<file path="src/rtl/pwm3_pkg.sv">
package pwm3_pkg;

    typedef enum logic [1:0] {
        TB_IDLE = 2'd0,
        TB_UP   = 2'd1,
        TB_DOWN = 2'd2
    } tb_state_e;

    localparam int ADDR_CTRL   = 0;
    localparam int ADDR_RELOAD = 1;
    localparam int ADDR_CMP0   = 2;

endpackage

</file>
<file path="src/rtl/pwm3_regs.sv">
module pwm3_regs #(
    parameter int CW  = 16,
    parameter int DTW = 8,
    parameter int NPH = 3,
    parameter int AW  = 3
) (
    input  logic                     clk,
    input  logic                     rst_n,
    input  logic                     wr,
    input  logic [AW-1:0]            addr,
    input  logic [CW-1:0]            wdata,
    input  logic                     dir_down,
    output logic [DTW-1:0]           dead_time,
    output logic                     center_sh,
    output logic                     enable,
    output logic [CW-1:0]            rel_sh,
    output logic [NPH-1:0][CW-1:0]   cmp_sh,
    output logic [CW-1:0]            rdata
);
    import pwm3_pkg::*;

    localparam int MODE_BIT = DTW;
    localparam int EN_BIT   = DTW + 1;
    localparam int DIR_BIT  = DTW + 2;

    logic [DTW-1:0]         dt_q;
    logic                   center_q;
    logic                   en_q;
    logic [CW-1:0]          rel_q;
    logic [NPH-1:0][CW-1:0] cmp_q;
    logic [CW-1:0]          rd_n;
    logic [CW-1:0]          rd_q;

    // register writes
    always_ff @(posedge clk or negedge rst_n) begin
        if (!rst_n) begin
            dt_q     <= '0;
            center_q <= 1'b0;
            en_q     <= 1'b0;
            rel_q    <= '0;
            cmp_q    <= '0;
        end else if (wr) begin
            if (addr == AW'(ADDR_CTRL)) begin
                dt_q     <= wdata[DTW-1:0];
                center_q <= wdata[MODE_BIT];
                en_q     <= wdata[EN_BIT];
            end
            if (addr == AW'(ADDR_RELOAD)) begin
                rel_q <= wdata;
            end
            for (int i = 0; i < NPH; i++) begin
                if (addr == AW'(ADDR_CMP0 + i)) begin
                    cmp_q[i] <= wdata;
                end
            end
        end
    end

    // read selection
    always_comb begin
        rd_n = '0;
        if (addr == AW'(ADDR_CTRL)) begin
            rd_n[DTW-1:0]  = dt_q;
            rd_n[MODE_BIT] = center_q;
            rd_n[EN_BIT]   = en_q;
            rd_n[DIR_BIT]  = dir_down;
        end
        if (addr == AW'(ADDR_RELOAD)) begin
            rd_n = rel_q;
        end
        for (int i = 0; i < NPH; i++) begin
            if (addr == AW'(ADDR_CMP0 + i)) begin
                rd_n = cmp_q[i];
            end
        end
    end

    always_ff @(posedge clk or negedge rst_n) begin
        if (!rst_n) begin
            rd_q <= '0;
        end else begin
            rd_q <= rd_n;
        end
    end

    assign dead_time = dt_q;
    assign center_sh = center_q;
    assign enable    = en_q;
    assign rel_sh    = rel_q;
    assign cmp_sh    = cmp_q;
    assign rdata     = rd_q;

endmodule

</file>
<file path="src/rtl/pwm3_timebase.sv">
module pwm3_timebase #(
    parameter int CW  = 16,
    parameter int NPH = 3
) (
    input  logic                     clk,
    input  logic                     rst_n,
    input  logic                     enable,
    input  logic                     center_sh,
    input  logic [CW-1:0]            rel_sh,
    input  logic [NPH-1:0][CW-1:0]   cmp_sh,
    output logic [NPH-1:0]           raw,
    output logic                     run,
    output logic                     dir_down,
    output logic                     irq,
    output pwm3_pkg::tb_state_e      state_o,
    output logic [CW-1:0]            cnt_o,
    output logic [CW-1:0]            rel_o,
    output logic                     center_o
);
    import pwm3_pkg::*;

    localparam logic [CW-1:0] ONE = CW'(1);

    tb_state_e              state_q, state_n;
    logic [CW-1:0]          cnt_q, cnt_n;
    logic                   pre_q, pre_n;
    logic                   load, wrap;
    logic [CW-1:0]          rel_q;
    logic [NPH-1:0][CW-1:0] cmp_q;
    logic                   center_q;
    logic                   irq_q;

    // next-state and count
    always_comb begin
        state_n = state_q;
        cnt_n   = cnt_q;
        pre_n   = 1'b0;
        load    = 1'b0;
        wrap    = 1'b0;
        unique case (state_q)
            TB_IDLE: begin
                if (enable) begin
                    state_n = TB_UP;   // start
                    cnt_n   = '0;
                    load    = 1'b1;
                end
            end
            TB_UP: begin
                if (!enable) begin
                    state_n = TB_IDLE; // stop
                    cnt_n   = '0;
                end else begin
                    pre_n = ~pre_q;
                    if (pre_q) begin
                        if (cnt_q < rel_q) begin
                            cnt_n = cnt_q + ONE;
                        end else if (center_q && (rel_q != '0)) begin
                            state_n = TB_DOWN; // top turn
                            cnt_n   = cnt_q - ONE;
                        end else begin
                            cnt_n = '0;        // edge wrap
                            wrap  = 1'b1;
                        end
                    end
                end
            end
            TB_DOWN: begin
                if (!enable) begin
                    state_n = TB_IDLE; // stop
                    cnt_n   = '0;
                end else begin
                    pre_n = ~pre_q;
                    if (pre_q) begin
                        if (cnt_q == '0) begin
                            state_n = TB_UP;   // bottom wrap
                            wrap    = 1'b1;
                        end else begin
                            cnt_n = cnt_q - ONE;
                        end
                    end
                end
            end
            default: begin
                state_n = TB_IDLE;
                cnt_n   = '0;
            end
        endcase
    end

    // state register
    always_ff @(posedge clk or negedge rst_n) begin
        if (!rst_n) begin
            state_q <= TB_IDLE;
            cnt_q   <= '0;
            pre_q   <= 1'b0;
        end else begin
            state_q <= state_n;
            cnt_q   <= cnt_n;
            pre_q   <= pre_n;
        end
    end

    // working registers and interrupt
    always_ff @(posedge clk or negedge rst_n) begin
        if (!rst_n) begin
            rel_q    <= '0;
            cmp_q    <= '0;
            center_q <= 1'b0;
            irq_q    <= 1'b0;
        end else begin
            irq_q <= wrap;
            if (load || wrap) begin
                rel_q    <= rel_sh;
                cmp_q    <= cmp_sh;
                center_q <= center_sh;
            end
        end
    end

    for (genvar g = 0; g < NPH; g++) begin : g_raw
        assign raw[g] = (state_q != TB_IDLE) && (cnt_q < cmp_q[g]);
    end

    assign run      = (state_q != TB_IDLE);
    assign dir_down = (state_q == TB_DOWN);
    assign irq      = irq_q;
    assign state_o  = state_q;
    assign cnt_o    = cnt_q;
    assign rel_o    = rel_q;
    assign center_o = center_q;

endmodule

</file>
<file path="src/rtl/pwm3_deadband.sv">
module pwm3_deadband #(
    parameter int DTW = 8
) (
    input  logic           clk,
    input  logic           rst_n,
    input  logic           run,
    input  logic           raw,
    input  logic [DTW-1:0] dead_time,
    output logic           hi,
    output logic           lo
);
    logic           prev_q;
    logic [DTW-1:0] age_q, age_n;
    logic           settled;
    logic           hi_q, lo_q;

    // clocks the raw level has held since its last change
    always_comb begin
        if (!run || (raw != prev_q)) begin
            age_n = '0;
        end else if (age_q != {DTW{1'b1}}) begin
            age_n = age_q + DTW'(1);
        end else begin
            age_n = age_q;
        end
        settled = (age_n >= dead_time);
    end

    always_ff @(posedge clk or negedge rst_n) begin
        if (!rst_n) begin
            prev_q <= 1'b0;
            age_q  <= '0;
            hi_q   <= 1'b0;
            lo_q   <= 1'b0;
        end else begin
            prev_q <= raw;
            age_q  <= age_n;
            hi_q   <= run &  raw & settled;
            lo_q   <= run & ~raw & settled;
        end
    end

    assign hi = hi_q;
    assign lo = lo_q;

endmodule

</file>
<file path="src/rtl/pwm3_wavegen.sv">
module pwm3_wavegen #(
    parameter int CW  = 16,
    parameter int DTW = 8,
    parameter int NPH = 3,
    parameter int AW  = 3
) (
    input  logic           clk,
    input  logic           rst_n,
    input  logic           bus_wr,
    input  logic [AW-1:0]  bus_addr,
    input  logic [CW-1:0]  bus_wdata,
    output logic [CW-1:0]  bus_rdata,
    output logic [NPH-1:0] pwm_hi,
    output logic [NPH-1:0] pwm_lo,
    output logic           period_irq
);
    import pwm3_pkg::*;

    logic [DTW-1:0]         dead_time;
    logic                   center_sh;
    logic                   enable;
    logic [CW-1:0]          rel_sh;
    logic [NPH-1:0][CW-1:0] cmp_sh;
    logic [NPH-1:0]         raw;
    logic                   run;
    logic                   dir_down;
    tb_state_e              tb_state;
    logic [CW-1:0]          tb_cnt;
    logic [CW-1:0]          tb_rel;
    logic                   tb_center;

    pwm3_regs #(.CW(CW), .DTW(DTW), .NPH(NPH), .AW(AW)) u_regs (
        .clk       (clk),
        .rst_n     (rst_n),
        .wr        (bus_wr),
        .addr      (bus_addr),
        .wdata     (bus_wdata),
        .dir_down  (dir_down),
        .dead_time (dead_time),
        .center_sh (center_sh),
        .enable    (enable),
        .rel_sh    (rel_sh),
        .cmp_sh    (cmp_sh),
        .rdata     (bus_rdata)
    );

    pwm3_timebase #(.CW(CW), .NPH(NPH)) u_tb (
        .clk       (clk),
        .rst_n     (rst_n),
        .enable    (enable),
        .center_sh (center_sh),
        .rel_sh    (rel_sh),
        .cmp_sh    (cmp_sh),
        .raw       (raw),
        .run       (run),
        .dir_down  (dir_down),
        .irq       (period_irq),
        .state_o   (tb_state),
        .cnt_o     (tb_cnt),
        .rel_o     (tb_rel),
        .center_o  (tb_center)
    );

    for (genvar g = 0; g < NPH; g++) begin : g_phase
        pwm3_deadband #(.DTW(DTW)) u_db (
            .clk       (clk),
            .rst_n     (rst_n),
            .run       (run),
            .raw       (raw[g]),
            .dead_time (dead_time),
            .hi        (pwm_hi[g]),
            .lo        (pwm_lo[g])
        );
    end

endmodule

</file>
<file path="config.mk">
export PLATFORM = sky130hd
export DESIGN_NAME = pwm3_wavegen
export DESIGN_NICKNAME = d
export VERILOG_FILES = /design/src/rtl/pwm3_pkg.sv /design/src/rtl/pwm3_regs.sv /design/src/rtl/pwm3_timebase.sv /design/src/rtl/pwm3_deadband.sv /design/src/rtl/pwm3_wavegen.sv
export SDC_FILE = /design/constraint.sdc
export NUM_CORES = 1
export LEC_CHECK = 0
export CORE_UTILIZATION = 35
export CTS_CLUSTER_SIZE = 16
export DETAILED_ROUTE_END_ITERATION = 10
export PLACE_DENSITY_LB_ADDON = 0.3
export RECOVER_POWER = 100
export SYNTH_ARGS = -nofsm -noshare
export SYNTH_HDL_FRONTEND = slang
export SYNTH_SLANG_ARGS = --single-unit
</file>
<file path="constraint.sdc">
create_clock -name clk -period 4.2 [get_ports clk]
set_input_delay 0.84 -clock clk [delete_from_list [all_inputs] [get_ports clk]]
set_output_delay 0.84 -clock clk [all_outputs]
set_load 0.01 [all_outputs]
</file>
==> results.py, run 1 <==
metrics = {
    "logic_synthesis": {
        "synth_edf_count": 0,
        "synth.avg_cell_area_um2": 11.09,
        "postSynthNetCount": 1139,
        "synth_top_flop_cell": "dfrtp_1",
        "synth-seq-area-share_pct": 45.89,
        "synth-warning-count": 0,
        "mappedNetlistArea_um2": 11340,
        "ys_ff_latch": 208,
        "async_flop_share_pct": 100.0,
        "yosysUniqueCellTypes": 65,
        "post_synth_inst_count": 1023,
    },
    "detailed_routing": {
        "drtAntennaViolNets": 0,
        "route.vias.total": 8111,
        "detail_route.drc_violations": 0,
        "routed_wire_length_per_instance_um": 19.74,
        "firstDrtPassIters": 5,
        "detailedRoute.firstIterationViolations": 441,
        "drt_wl_total_mm": 29.51,
        "vias_per_cell": 5.425,
    },
    "sta": {
        "final.setup.tns_ns": 0,
        "maximum_clock_frequency_ghz": 0.2544,
        "rsz_0062_raised_after_global_routing": "false",
        "slew_viol_final": 134,
        "min_period_ns": 3.931,
        "finClkSkew_ns": 0.01288,
        "hold_violations_final": 0,
        "final_number_of_setup_violating_endpoints": 0,
        "worst_pin_slew_ns": 2.900,
        "fin_crit_sh_pct": 93.61,
        "worst_case_headroom_to_the_max_slew_limit_pct": -93.34,
        "postLayoutSetupSlackWorst_ns": 0.2685,
    },
    "die": {
        "die_h_um": 182.0,
        "row_cnt": 65,
        "num_io_pins": 45,
        "floorplan.initialDensity_pct": 35.76,
        "dieWidth_um": 182.0,
        "die_area_um2": 33130,
        "core_region_area_um2": 31720,
    },
    "outcome": {
        "violations": "capacitance limit, slew limit",
        "outcome": "finished with violations",
    },
    "power": {
        "ir_drop_v": 0.0003340,
        "p_sw_share_pct": 36.24,
        "p_int_mw": 5.270,
        "total_switching_power_mw": 2.995,
        "pwr-share-seq_pct": 36.9,
        "power.share.combinational_pct": 37.8,
        "power_frac_clock_pct": 25.4,
        "power_density_nw_per_um2": 633.7,
        "p_leak_nw": 6.150,
    },
    "setup_path": {
        "crit_fanout": 8,
        "cp_data_arrival_time_ns": 4.31,
        "setup.worst_path.class": "register to register",
        "end_kind": "register",
        "worst_setup_path_start_kind": "register",
        "crit_required_ns": 4.58,
    },
    "finish": {
        "multi_input_area_um2": 5594,
        "finalNetCount": 1192,
        "diodes": 0,
        "number_of_filler_cells_placed_in_the_layout": 3054,
        "layout_commonest_cell": "dfrtp_1",
        "seqCellArea_um2": 5205,
        "layout_common_cells": "dfrtp_1, mux2_2, ha_1",
        "drive_gt1_share_pct": 20.22,
        "area_growth_syn_to_layout_pct": 14.99,
    },
    "grt": {
        "overflow": 0,
        "grt.total_usage_pct": 18.24,
        "antenna_found_initial": 0,
        "grt_first_pass_wirelength_mm": 47.16,
        "grt_pass1_vias": 8384,
        "grt_start_max_net_pins": 111,
    },
    "placed_design": {
        "port_buffers": 44,
        "gp_congestion": 0.8905,
        "detailedPlacementHpwl_mm": 20.89,
        "dp_slack_ns": 0.3440,
    },
    "clock_tree": {
        "clk_lat_worst_skew_ns": 0.52,
        "cts_tree": "built",
        "cts_num_sinks": 208,
        "cts_buffers": 23,
        "cts-root-to-sink-buffers": 3,
        "clk_transition_reported_paths_ns": 0.06,
        "post_cts_setup_buffer_count": 0,
        "cts_max_level": 1,
        "post_cts_resized": 0,
        "cts_hold_repair.buffers": 0,
        "clock-root-buffer": "clkbuf_16",
    },
    "worst_hold_path": {
        "min_path_type": "register to register",
    },
    "flow_run": {
        "drv.max_cap_violation_count": 2,
    },
}
## layer usage
layer	part of all wire, %	track usage, %	wire length, um	vias up
met5	0	0	0	-
met3	3.6	2.306	1055	46
met1	46	24.48	13470	4060
met2	48	30.96	14260	174
met4	2.4	4.807	717	0
li1	-	-	-	3831
## power by group through the flow
stage / Combinational [mW] / Sequential [mW] / Clock, mW
final: 3.12 / 3.05 / 2.10
after global routing: 3.49 / 3.12 / 2.21
after CTS: 3.16 / 3.05 / 2.14
after detailed placement: 3.13 / 3.09 / 0
after global placement: 3.06 / 3.06 / 0
after floorplan: 2.25 / 2.93 / 0
## flip-flops by register name (all words and copies together), names as in the netlist
signal               flops
u_regs.rel_sh           16
u_tb.cnt_o              16
g_phase.u_db.hi          3
u_regs.center_sh         1
u_tb.center_o            1
g_phase.u_db.prev_q      3
u_tb.irq                 1
u_tb.cmp_q              48
g_phase.u_db.lo          3
g_phase.u_db.age_q      24
u_tb.pre_q               1
u_tb.rel_o              16
u_regs.cmp_sh           48
u_regs.dead_time         8
u_tb.state_o             2
u_regs.enable            1
u_regs.rdata            16
## final cells by class
cell class,count,share of cell area [%]
Multi-Input combinational cell,688,42.89
Inverter,79,2.274
Timing Repair Buffer,76,5.075
Sequential cell,208,39.91
Clock inverter,11,0.8922
Clock buffer,31,5.104
Tap cell,402,3.856
## kinds of logic after synthesis
| kind of cell | after synthesis | synth area share [%] |
|---|---|---|
| buf+inv | 127 | 4.832 |
| xor+xnor | 14 | 1.081 |
| compound gates | 195 | 11.41 |
| flops | 208 | 45.89 |
| mux | 160 | 15.74 |
| simple gates | 225 | 10.68 |
| fa+ha+maj | 94 | 10.37 |
## cells in the mapped netlist, types with 11 or more instances
master	instances	area share (%)
dfrtp_1	208	46
mux2_2	137	14
ha_1	94	10
inv_1	79	2.6
a21oi_1	41	1.8
nand2_1	36	1.2
nor2_1	34	1.1
o21ai_0	32	1.4
nor3_1	30	1.3
clkbuf_1	27	0.89
a21o_1	25	1.7
nand3_1	25	1.1
mux2i_1	22	1.9
nor4_1	21	1.2
nand4_1	17	0.94
o22ai_1	17	0.94
a22oi_1	13	0.86
nor2b_1	13	0.72
and3_1	12	0.66
nand2b_1	11	0.61
xor2_1	11	0.85
## through the flow
step | utilization [%] | hold slack, ns | power [mW] | area [um2] | instances
global placement | 38.77 | 0.4907 | 6.129 | 12300 | 1453
detailed placement | 38.77 | 0.4943 | 6.214 | 12300 | 1453
CTS | 41.23 | 0.4400 | 8.345 | 13080 | 1495
global route | 41.12 | 0.5214 | 8.832 | 13040 | 1495
finish | 41.12 | 0.5056 | 8.265 | 13040 | 1495
floorplan | - | 0.4793 | 5.183 | 11340 | 1023
## worst max-delay path, stage by stage, from the launching register on
cell	delay, ns
dfrtp_1	0.48
ha_1	0.35
a21o_1	0.16
a21o_1	0.16
a21oi_1	0.13
o21ai_0	0.18
a21oi_1	0.42
xor2_1	0.15
or3_1	0.37
ha_1	0.27
nand2b_1	0.14
a21o_1	0.17
a21o_1	0.17
a211oi_1	0.23
o21bai_1	0.12
a31oi_1	0.23
nor3_1	0.08
## worst paths after layout
path | start | endpoint | slack (ns) | cells past startpoint
worst min-delay path | u_tb.cmp_q[3]$_DFFE_PN0P_ | u_tb.cmp_q[3]$_DFFE_PN0P_ | 0.51 | 1
worst min register to register | u_tb.cmp_q[3]$_DFFE_PN0P_ | u_tb.cmp_q[3]$_DFFE_PN0P_ | 0.51 | 1
max in group asynchronous | rst_n | u_tb.cmp_q[15]$_DFFE_PN0P_ | 1.02 | 2
worst max register to register | u_tb.cnt_o[13]$_DFFE_PN0P_ | g_phase[1].u_db.lo$_DFF_PN0_ | 0.27 | 16
worst max-delay path | u_tb.cnt_o[13]$_DFFE_PN0P_ | g_phase[1].u_db.lo$_DFF_PN0_ | 0.27 | 16
min in group asynchronous | rst_n | u_regs.rel_sh[9]$_DFFE_PN0P_ | 1.24 | 1
Power figures use the tool's default switching activity.
==> inputs of run 2 (changes only) <==
--- a/config.mk
+++ b/config.mk
@@ -8,6 +8,7 @@
 export CORE_UTILIZATION = 35
 export CTS_CLUSTER_SIZE = 16
 export DETAILED_ROUTE_END_ITERATION = 10
+export GPL_TIMING_DRIVEN = 0
 export PLACE_DENSITY_LB_ADDON = 0.3
 export RECOVER_POWER = 100
 export SYNTH_ARGS = -nofsm -noshare
==> run 2 against run 1 <==
  * The run still ends with capacitance limit, slew limit left
  * Critical path depth decreased by 1
  * Critical endpoint is now g_phase[0].u_db.lo$_DFF_PN0_
  * Count of clock-buffer cells in the layout increased by 1
  * Clock power increased by 14%
  * Critical path type unchanged
  * First-iteration DRC count increased by 24%
  * Final cell count increased by 1.3%
  * Global-route usage increased by 0.42 points
  * Non-clock buffer count increased by 19
  * Register-to-register slack got worse by 0.07 ns
==> results.py, run 2 (synthesized netlist as in run 1, its figures left out) <==
metrics = {
    "worst_hold_path": {
        "min_path_type": "register to register",
        "hold_end": "u_tb.cmp_q[17]$_DFFE_PN0P_",
        "holdCritStartpoint": "u_tb.cmp_q[17]$_DFFE_PN0P_",
        "whs_path_depth": 1,
    },
    "setup_path": {
        "setup.worst_path.class": "register to register",
        "crit_fanout": 10,
        "regToRegEndpoint": "g_phase[0].u_db.lo$_DFF_PN0_",
        "crit_start": "u_tb.cnt_o[5]$_DFFE_PN0P_",
        "crit_required_ns": 4.59,
        "crit_path_top_delay_cell": "dfrtp_1",
        "end_kind": "register",
        "cp_data_arrival_time_ns": 4.38,
        "max_stage_delay_ns": 0.57,
        "regToRegStartpoint": "u_tb.cnt_o[5]$_DFFE_PN0P_",
        "ff2ff_setup_slack_ns": 0.20,
        "worst-r2r-cell-count": 15,
        "worst_setup_path_start_kind": "register",
        "timing.critical_path.cells": "ha_1, nor4_1, o21ai_0, a21oi_2, buf_4, xor2_2, or3_1, ha_1, nand2b_1, a21o_1, a21o_1, a211oi_1, o21bai_1, a31oi_1, nor3_1",
    },
    "placed_design": {
        "dp_cells": 1468,
        "detailedPlacementHpwl_mm": 21.59,
        "dp_slack_ns": -0.1864,
        "gp_congestion": 0.8922,
        "port_buffers": 42,
    },
    "grt": {
        "grt_start_max_net_pins": 108,
        "grt_first_pass_wirelength_mm": 48.00,
        "grt_pass1_vias": 8232,
        "antenna_found_initial": 1,
        "grt.total_usage_pct": 18.66,
        "overflow": 0,
    },
    "sta": {
        "worst_case_headroom_to_the_max_slew_limit_pct": -78.63,
        "postLayoutSetupSlackWorst_ns": 0.2016,
        "finClkSkew_ns": 0.008798,
        "worst_pin_slew_ns": 2.679,
        "final_number_of_setup_violating_endpoints": 0,
        "fin_crit_sh_pct": 95.20,
        "final.setup.tns_ns": 0,
        "hold_ws_ns": 0.5057,
        "hold_violations_final": 0,
        "maximum_clock_frequency_ghz": 0.2501,
        "min_period_ns": 3.998,
        "slew_viol_final": 102,
    },
    "die": {
        "core_region_area_um2": 31720,
        "dieWidth_um": 182.0,
        "num_io_pins": 45,
        "die_h_um": 182.0,
        "row_cnt": 65,
        "floorplan.initialDensity_pct": 35.76,
        "die_area_um2": 33130,
    },
    "power": {
        "p_int_mw": 5.559,
        "power_density_nw_per_um2": 647.5,
        "total_switching_power_mw": 3.045,
        "power_frac_clock_pct": 27.9,
        "p_leak_nw": 6.201,
        "power.share.combinational_pct": 36.2,
        "ir_drop_v": 0.0003774,
        "p_sw_share_pct": 35.39,
        "pwr-share-seq_pct": 35.8,
        "fin_total_pwr_mw": 8.603,
    },
    "finish": {
        "layout_commonest_cell": "dfrtp_1",
        "instances_no_fill": 1515,
        "diodes": 0,
        "finalNetCount": 1212,
        "drive_gt1_share_pct": 20.31,
        "area_growth_syn_to_layout_pct": 17.14,
        "layout_common_cells": "dfrtp_1, mux2_2, ha_1",
    },
    "clock_tree": {
        "cts_num_sinks": 208,
        "clk_transition_reported_paths_ns": 0.06,
        "cts_buffers": 24,
        "cts-root-to-sink-buffers": 3,
        "cts_hold_repair.buffers": 0,
        "cts_tree": "built",
        "cts_max_level": 1,
        "clock-root-buffer": "clkbuf_16",
        "clk_lat_worst_skew_ns": 0.53,
    },
    "detailed_routing": {
        "detailedRoute.firstIterationViolations": 546,
        "vias_per_cell": 5.431,
        "drt_wl_total_mm": 30.42,
        "route.vias.total": 8228,
        "routed_wire_length_per_instance_um": 20.08,
        "detail_route.drc_violations": 0,
        "drtAntennaViolNets": 0,
        "firstDrtPassIters": 5,
    },
    "flow_run": {
        "drv.max_cap_violation_count": 1,
    },
    "outcome": {
        "outcome": "finished with violations",
        "violations": "capacitance limit, slew limit",
    },
}
## run 2: cell types whose count changed in the layout (fill, tap and decap cells not counted), moves of 4 or more
| cell | previous run | this run |
|---|---|---|
| dfrtp_2 | 0 | 5 |
| buf_6 | 0 | 5 |
| dlygate4sd3_1 | 25 | 20 |
| bufinv_16 | 2 | 6 |
| clkdlybuf4s50_1 | 17 | 21 |
| buf_4 | 23 | 11 |
| dfrtp_1 | 208 | 203 |
| clkbuf_1 | 5 | 29 |
| buf_2 | 1 | 6 |
| clkbuf_2 | 5 | 1 |
## run 2: layout make-up
type                            count  area [um2]
Buffer                             48       251.5
Fill cell                        2991       18430
Inverter                           79       296.5
Multi-Input combinational cell    688        5639
Timing Repair Buffer               47       473.0
Sequential cell                   208        5211
Tap cell                          402       503.0
Clock inverter                     11       210.2
Clock buffer                       32       701.9
## run 2: how the worst max path moves through the flow
| stage | end | slack [ns] |
|---|---|---|
| 2_1_floorplan | g_phase[1].u_db.lo$_DFF_PN0_ | 0.75 |
| 3_3_place_gp | g_phase[0].u_db.age_q[6]$_DFF_PN0_ | -6.81 |
| 3_5_place_dp | g_phase[0].u_db.lo$_DFF_PN0_ | -0.19 |
| 4_1_cts | g_phase[0].u_db.lo$_DFF_PN0_ | 0.03 |
| 5_1_grt | g_phase[1].u_db.lo$_DFF_PN0_ | -0.005 |
| 6_report | g_phase[0].u_db.lo$_DFF_PN0_ | 0.20 |
## run 2: timing repair
item / CTS / global route
gates resized for setup: 6 / 8
pin swaps: 0 / 1
setup buffers: 0 / 4
endpoints found under the setup margin: 6 / 6
## run 2: worst max-delay path, delay by kind of cell, from the launching register on
kind / cells / cell delay [ns]
flip-flops: 1 / 0.57
XOR/XNOR: 1 / 0.15
AO/OA/AOI/OAI: 7 / 1.46
buffers and inverters: 1 / 0.17
AND/OR/NAND/NOR: 4 / 0.94
adder cells (fa/ha/maj): 2 / 0.59
## run 2: metrics by stage
step	cell area (um2)	util, %
after global placement	12270	38.67
after detailed placement	12300	38.77
final	13290	41.89
after global routing	13290	41.89
after CTS	13240	41.76
after floorplan	11340	-
## run 2: power by group through the flow
stage	sequential, mW	combinational, mW	clock (mW)
after floorplan	2.93	2.25	0
after global placement	3.09	2.99	0
after detailed placement	3.11	3.07	0
after CTS	3.08	3.11	2.45
after global routing	3.16	3.47	2.53
final	3.08	3.12	2.40
## run 2: routing by layer
layer / vias up / GRT usage [%] / part of all wire, %
met4: 2 / 4.101 / 2.0
met3: 41 / 2.667 / 4.2
li1: 3866 / - / -
met1: 4157 / 25.50 / 46
met5: - / 0 / 0.026
met2: 162 / 31.23 / 48
